<file path="config.mk">
export PLATFORM = sky130hd
export DESIGN_NAME = win_reg_map
export DESIGN_NICKNAME = d
export VERILOG_FILES = /design/src/rtl/win_reg_map.sv
export SDC_FILE = /design/constraint.sdc
export NUM_CORES = 1
export LEC_CHECK = 0
export ABC_AREA = 1
export BUFFER_PORTS_ARGS = -buffer_cell sky130_fd_sc_hd__buf_2
export CORE_MARGIN = 10
export CORE_UTILIZATION = 50
export CTS_BUF_LIST = sky130_fd_sc_hd__clkbuf_4 sky130_fd_sc_hd__clkbuf_8 sky130_fd_sc_hd__clkbuf_16
export CTS_CLUSTER_SIZE = 24
export DETAILED_ROUTE_END_ITERATION = 7
export PLACE_DENSITY = 0.86
export SYNTH_ARGS = -nofsm -noshare
export SYNTH_HDL_FRONTEND = slang
export SYNTH_SLANG_ARGS = --single-unit
</file>
<file path="constraint.sdc">
create_clock -name clk -period 5.7 [get_ports clk]
set_clock_uncertainty 0.15 [all_clocks]
set_input_delay 0.57 -clock clk [delete_from_list [all_inputs] [get_ports clk]]
set_output_delay 0.57 -clock clk [all_outputs]
set_load 0.02 [all_outputs]
</file>
<file path="src/rtl/win_reg_map.sv">
module win_reg_map #(
  parameter int NWIN   = 8,
  parameter int NGSETS = 4,
  parameter int NMICRO = 8,
  parameter int WD_W   = 8,
  localparam int RPW   = 16,
  localparam int GPS   = 8,
  localparam int TG    = GPS * NGSETS,
  localparam int TW    = RPW * NWIN,
  localparam int NPHYS = TG + TW + NMICRO,
  localparam int PW    = $clog2(NPHYS),
  localparam int CW    = (NWIN > 1) ? $clog2(NWIN) : 1,
  localparam int GW    = (NGSETS > 1) ? $clog2(NGSETS) : 1,
  localparam int MW    = (NMICRO > 1) ? $clog2(NMICRO) : 1
) (
  input  logic            clk,
  input  logic            rst_n,
  input  logic            cwp_we,
  input  logic [WD_W-1:0] cwp_wdata,
  input  logic            gl_we,
  input  logic [WD_W-1:0] gl_wdata,
  input  logic [1:0]      view_sel,
  input  logic [4:0]      arch_reg,
  output logic [PW-1:0]   phys_idx,
  output logic [CW-1:0]   cur_cwp,
  output logic [GW-1:0]   cur_gl
);

  logic [CW-1:0] cwp_q;
  logic [GW-1:0] gl_q;
  logic [PW-1:0] idx_q;

  function automatic logic [PW-1:0] ring_map(input logic [4:0] i, input logic [CW-1:0] w);
    int s;
    s = int'(i) + TW - int'(w) * RPW;
    if (s >= TW) s = s - TW;
    return PW'(TG + s);
  endfunction

  logic [CW-1:0] w_cur, w_nxt, w_prv;
  assign w_cur = cwp_q;
  assign w_nxt = (int'(cwp_q) == 0) ? CW'(NWIN - 1) : CW'(cwp_q - 1'b1);
  assign w_prv = (int'(cwp_q) == NWIN - 1) ? CW'(0) : CW'(cwp_q + 1'b1);

  logic [CW-1:0] w_view [3];
  assign w_view[0] = w_cur;
  assign w_view[1] = w_nxt;
  assign w_view[2] = w_prv;

  logic [4:0]    win_i;
  logic [PW-1:0] glob_idx, micro_idx;
  logic [PW-1:0] view_idx [3];

  assign win_i     = arch_reg - 5'd8;
  assign glob_idx  = (arch_reg == 5'd0) ? '0 : PW'(int'(arch_reg) + GPS * int'(gl_q));
  assign micro_idx = PW'(TG + TW + int'(arch_reg[MW-1:0]));

  for (genvar v = 0; v < 3; v++) begin : g_view
    assign view_idx[v] = (arch_reg < 5'd8) ? glob_idx : ring_map(win_i, w_view[v]);
  end

  logic [PW-1:0] idx_d;
  always_comb begin
    case (view_sel)
      2'b00:   idx_d = view_idx[0];
      2'b01:   idx_d = view_idx[1];
      2'b10:   idx_d = view_idx[2];
      default: idx_d = micro_idx;
    endcase
  end

  logic [CW-1:0] cwp_clamped;
  logic [GW-1:0] gl_clamped;
  assign cwp_clamped = (int'(cwp_wdata) >= NWIN)   ? CW'(NWIN - 1)   : CW'(cwp_wdata);
  assign gl_clamped  = (int'(gl_wdata)  >= NGSETS) ? GW'(NGSETS - 1) : GW'(gl_wdata);

  always_ff @(posedge clk or negedge rst_n) begin
    if (!rst_n) begin
      cwp_q <= '0;
      gl_q  <= '0;
      idx_q <= '0;
    end else begin
      idx_q <= idx_d;
      if (cwp_we) cwp_q <= cwp_clamped;
      if (gl_we)  gl_q  <= gl_clamped;
    end
  end

  assign phys_idx = idx_q;
  assign cur_cwp  = cwp_q;
  assign cur_gl   = gl_q;

endmodule

</file>
Yosys cells after proc, flatten, opt, wreduce, memory -nomap -nowiden
Cells that the tools add are included.
{"block": "word_totals", "word_cells": 42, "regBits": 13, "inputBits": 27, "output_inout_bits": 13}
{"block": "classes", "n_lt_le_gt_ge": 6, "reduce_logical": 3, "addsub": 15, "eq_ne": 3, "mux": 12}
{"cell": "2-to-1 mux 8 bit", "n": 6}
{"cell": ">= comparator 10 x 9 -> 1 bit, second input constant", "n": 3}
{"cell": "subtractor 9 x 7 -> 10 bit", "n": 3}
{"cell": "adder 7 x 8 -> 8 bit, first input constant", "n": 3}
{"cell": "case mux 8 bit (3 select lines)", "n": 1}
{"cell": "subtractor 8 bit, second input constant", "n": 3}
{"cell": "adder 5 x 8 -> 9 bit, second input constant", "n": 1}
{"cell": "2-to-1 mux 3 bit", "n": 3}
{"cell": "adder 8 x 3 -> 8 bit, first input constant", "n": 1}
{"cell": ">= comparator 8 x 3 -> 1 bit, second input constant", "n": 1}
{"cell": ">= comparator 8 x 4 -> 1 bit, second input constant", "n": 1}
{"cell": "adder 5 x 5 -> 6 bit", "n": 1}
{"cell": "2-to-1 mux 6 bit", "n": 1}
{"cell": "zero test 5 bit", "n": 1}
{"cell": "less-than comparator 5 x 4 -> 1 bit, second input constant", "n": 1}
{"cell": "subtractor 5 x 4 -> 5 bit, second input constant", "n": 1}
{"cell": "adder 3 x 1 -> 3 bit, second input constant", "n": 1}
{"cell": "equality test 3 x 1 -> 1 bit, second input constant", "n": 1}
{"cell": "zero test 3 bit", "n": 1}
{"cell": "subtractor 3 x 1 -> 3 bit, second input constant", "n": 1}
{"cell": "equality test 2 x 1 -> 1 bit, second input constant", "n": 1}
{"cell": "equality test 2 bit, second input constant", "n": 1}
{"cell": "zero test 2 bit", "n": 1}
{"cell": "2-to-1 mux 2 bit", "n": 1}

Logic depth before layout (Yosys ltp)
{"block": "depth", "depth_word": 8, "mapped_depth": 12, "depth_no_buf": 12}

Least setup slack after synthesis
Ideal clock, no wire load.
{"block": "synth_timing", "path_kind": "reg-to-reg", "startpoint": "register cwp_q[0], in the netlist cur_cwp[0]", "endpoint": "register idx_q[6], in the netlist phys_idx[6]", "path_buffers": 0, "setup_ns": 0.124, "synth_period_minus_slack_ns": 2.156, "t_arrival_ns": 1.881, "slack_ns": 3.544, "required_ns": 5.426, "path_stages_with_launch": 11, "cell_sequence": "dfrtp_1 > ha_1 > ha_1 > nor2_1 > ha_1 > inv_1 > ha_1 > xnor2_1 > ha_1 > nand3_1 > nand3_1"}
{"block": "synth_between", "elab_chain_cells": 8, "word_cells_on_any_way": 25, "classes_between": "11 x add/sub; 3 x order compare; 1 x eq/ne; 9 x mux; 1 x reduce/logical"}
{"item": "from (decl)", "line_no": "29", "text": "logic [CW-1:0] cwp_q;"}
{"item": "from (signal assigned)", "line_no": "84", "text": "if (cwp_we) cwp_q <= cwp_clamped;"}
{"item": "adder 3 x 1 -> 3 bit (tied with other cells)", "line_no": "43", "text": "assign w_prv = (int'(cwp_q) == NWIN - 1) ? CW'(0) : CW'(cwp_q + 1'b1);"}
{"item": "2-to-1 mux 3 bit (on tied branches)", "line_no": "43, 42"}
{"item": "subtractor 9 x 7 -> 10 bit", "line_no": "35", "text": "s = int'(i) + TW - int'(w) * RPW;"}
{"item": "subtractor 8 bit or >= comparator 10 x 9 -> 1 bit (tied branches)", "line_no": "36", "text": "if (s >= TW) s = s - TW;"}
{"item": "2-to-1 mux 8 bit", "line_no": "36"}
{"item": "adder 7 x 8 -> 8 bit", "line_no": "37", "text": "return PW'(TG + s);"}
{"item": "2-to-1 mux 8 bit", "line_no": "59", "text": "assign view_idx[v] = (arch_reg < 5'd8) ? glob_idx : ring_map(win_i, w_view[v]);"}
{"item": "case mux 8 bit (3 select lines) *", "line_no": "64", "text": "case (view_sel)"}
{"item": "named net idx_d[6]", "line_no": "62", "text": "logic [PW-1:0] idx_d;"}
{"item": "to (signal assigned)", "line_no": "83", "text": "idx_q <= idx_d;"}
{"item": "to (decl)", "line_no": "31", "text": "logic [PW-1:0] idx_q;"}
Mark *: on every way through the listed nets, which the timed path passes. The rest lies on a longest branch.
A chain may end at the register's enable or synchronous reset.

Worst setup path in the final report
Same ends and word-level chain as after synthesis.

==> impl_results.md <==
- Fin Setup TNS: 0 ns
- Startpoint Class: flop
- Count of state elements after synthesis: 13
- Overflow left after global routing: 0
- Hold slack: 0.00968 ns
- Worst-Margin Slew: 0.291 ns
- Via/cell ratio: 4.82
- Fin crit share: 39.4%
- Commonest non-fill, non-tap cells in the layout: buf_2, nand2_1, nor2_1, ha_1
- Main combinational cell family by area after synthesis: simple AND/OR/NAND/NOR gates
- Post-route minimum period: 2.25 ns
- Mapped Avg Cell Area: 7.71 sq um
- Multiplexer share of the synthesized area: 0%
- Routed wire length: 2270 um
- Synth cell types: 18
- Pins Over Slew Limit: 0
- Buf+Inv Stages, Crit Path: 1
- Worst R2R Start: cur_cwp[0]
- Post-CTS sizing: 0
- Reg2reg setup slack: 3.45 ns
- First-pass GRT wire length: 3770 um
- Layout Nets: 206
- Post-CTS Hold Buffers: 0
- Post-Synth XOR/XNOR Area: 2.77%
- Worst vdd ir: 0.188 mV
- Critical Path Sink Type: flop
- Initial antenna violation count: 0
- Register area share after synthesis: 34.3%
- Total placed cells including tap cells: 183
- Largest net degree at the start of global routing: 14
- Synth Area in Compound Gates: 4.49%
- Die height: 63.6 um
- Final Hold Violating Endpoints: 0
- CP required: 5.71 ns
- Max_cap viols: 0
- Finish-stage setup viols: 0
- R2R depth: 10
- Commonest non-fill, non-tap cell in the layout: buf_2
- IO buf count: 39
- DP HPWL: 1920 um
- Initial drt markers: 24
- Tot Pwr: 255 uW
- FMAX: 445 MHz
- HP Class: input pin to asynchronous set/reset pin
- IO Pins: 40
- CP max stage delay: 0.47 ns
- Post-CTS setup buffer count: 0
- Later-pin clock latency in the skew report: 0.28 ns
- H-tree Lvls: 1
- RD Place Congestion: 0.817
- Die Area: 4040 sq um
- Share of layout cells above drive strength 1: 29.6%
- CTS tree: yes
- CP Max Fanout: 7
- RSZ-0062 raised after global routing: false
- Ant diodes: 0
- # clock sinks: 13
- Core area: 1760 sq um
- Ys Warns: 0
- Vias post-DR: 902
- Crit path top cell by count: ha_1
- Simple-gate share of the synthesized area: 27.8%
- Crit path depth: 10
- CP endpoint: phys_idx[6]
- Clock transition at path regs: 0.08 ns
- Leak pwr: 0.668 nW
- Pwr Density: 216 nW/um^2
- Crit. Startpoint: cur_cwp[0]
- Crit path DAT: 2.25 ns
- Syn Nets: 166
- Clock buffer depth: 2
- Dpl ws: 3.41 ns
- Status: completed
- Final Instance Count excl. Fillers: 187
- Critical path class: flop to flop
- CP cell instances: ha_1, ha_1, nor2_1, ha_1, inv_1, ha_1, xnor2_1, ha_1, nand3_1, nand3_1
- Routed wire length per instance: 12.1 um
- FF-to-FF End: phys_idx[6]
- Finished Cell Area: 1180 sq um
- Relative slew slack: 80.6%
- Synth Cell Area: 948 sq um
- Rows: 15
- Post-synthesis adder-cell area fraction: 21.9%
- Antenna Violating Nets Remaining: 0
- Post-synthesis cell count: 123
- Final setup margin: 3.45 ns
- TritonCTS Buffers: 3
- First drt pass iteration count: 4
- Cell family with most CP delay: adder cells
- Cell chosen for the clock root: clkbuf_4
- Number of global-route vias before repair: 912
- Die width: 63.6 um
- Initial core utilization: 53.8%
- Tot GR Track Use: 11.2%
- Fin util: 67.0%
- Fillers: 156
- P&R area growth vs syn: 24.7%
- Crit-path slowest cell: dfrtp_1
- Area post-placement: 1150 sq um
- DRC violations left: 0
-- cells by family after synthesis --
kind of cell | after synthesis
simple gates | 63
buf+inv | 20
fa+ha+maj | 16
flops | 13
compound gates | 8
xor+xnor | 3
-- flip-flops by register name, indices dropped and copies added (netlist names) --
register / cells
cur_cwp: 3
cur_gl: 2
phys_idx: 8
-- power breakdown --
part,leakage [nW],switching [mW],internal [mW]
sequential,0.147,0.00422,0.101
clock,0.0184,0.0290,0.0319
combinational,0.502,0.0513,0.0380
-- cells in the mapped netlist --
library cell | count | share of area [%]
nor2_1 | 15 | 5.9
inv_2 | 3 | 1.2
ha_1 | 15 | 20
nand2_1 | 32 | 13
nor2_2 | 2 | 1.3
nand3b_1 | 1 | 0.79
buf_6 | 1 | 1.2
fa_1 | 1 | 2.1
inv_1 | 13 | 5.1
a21boi_0 | 1 | 0.79
or2_1 | 1 | 0.66
a21oi_1 | 3 | 1.6
dfrtp_1 | 13 | 34
nand3_1 | 11 | 5.8
clkbuf_1 | 3 | 1.2
o21ai_0 | 4 | 2.1
xnor2_1 | 3 | 2.8
nand4_1 | 1 | 0.66
-- area by class of cell --
class	instances	area (sq um)	share of cell area, %
Clock buffer	4	30.0	2.54
Inverter	16	60.1	5.08
Multi-Input combinational cell	90	541	45.7
Sequential cell	13	325	27.5
Tap cell	25	31.3	2.65
Timing Repair Buffer	39	195	16.5
-- how the worst min path moves through the flow --
stage / startpoint / endpoint / slack [ns] / cells past startpoint
2_1_floorplan: rst_n / cur_cwp[0] / 0.12 / 0
3_5_place_dp: rst_n / phys_idx[7] / 0.32 / 1
6_report: rst_n / phys_idx[2] / 0.01 / 1
4_1_cts: rst_n / phys_idx[2] / 0.01 / 1
5_1_grt: rst_n / phys_idx[2] / 0.01 / 1
3_3_place_gp: rst_n / phys_idx[7] / 0.31 / 1
-- per-layer routing --
metal	up-vias	track usage [%]	routed length (um)
li1	465	-	-
met1	403	10.8	891
met2	32	20.5	1160
met3	2	5.48	198
met4	0	3.28	14
met5	-	0	0
Power figures use the tool's default switching activity.
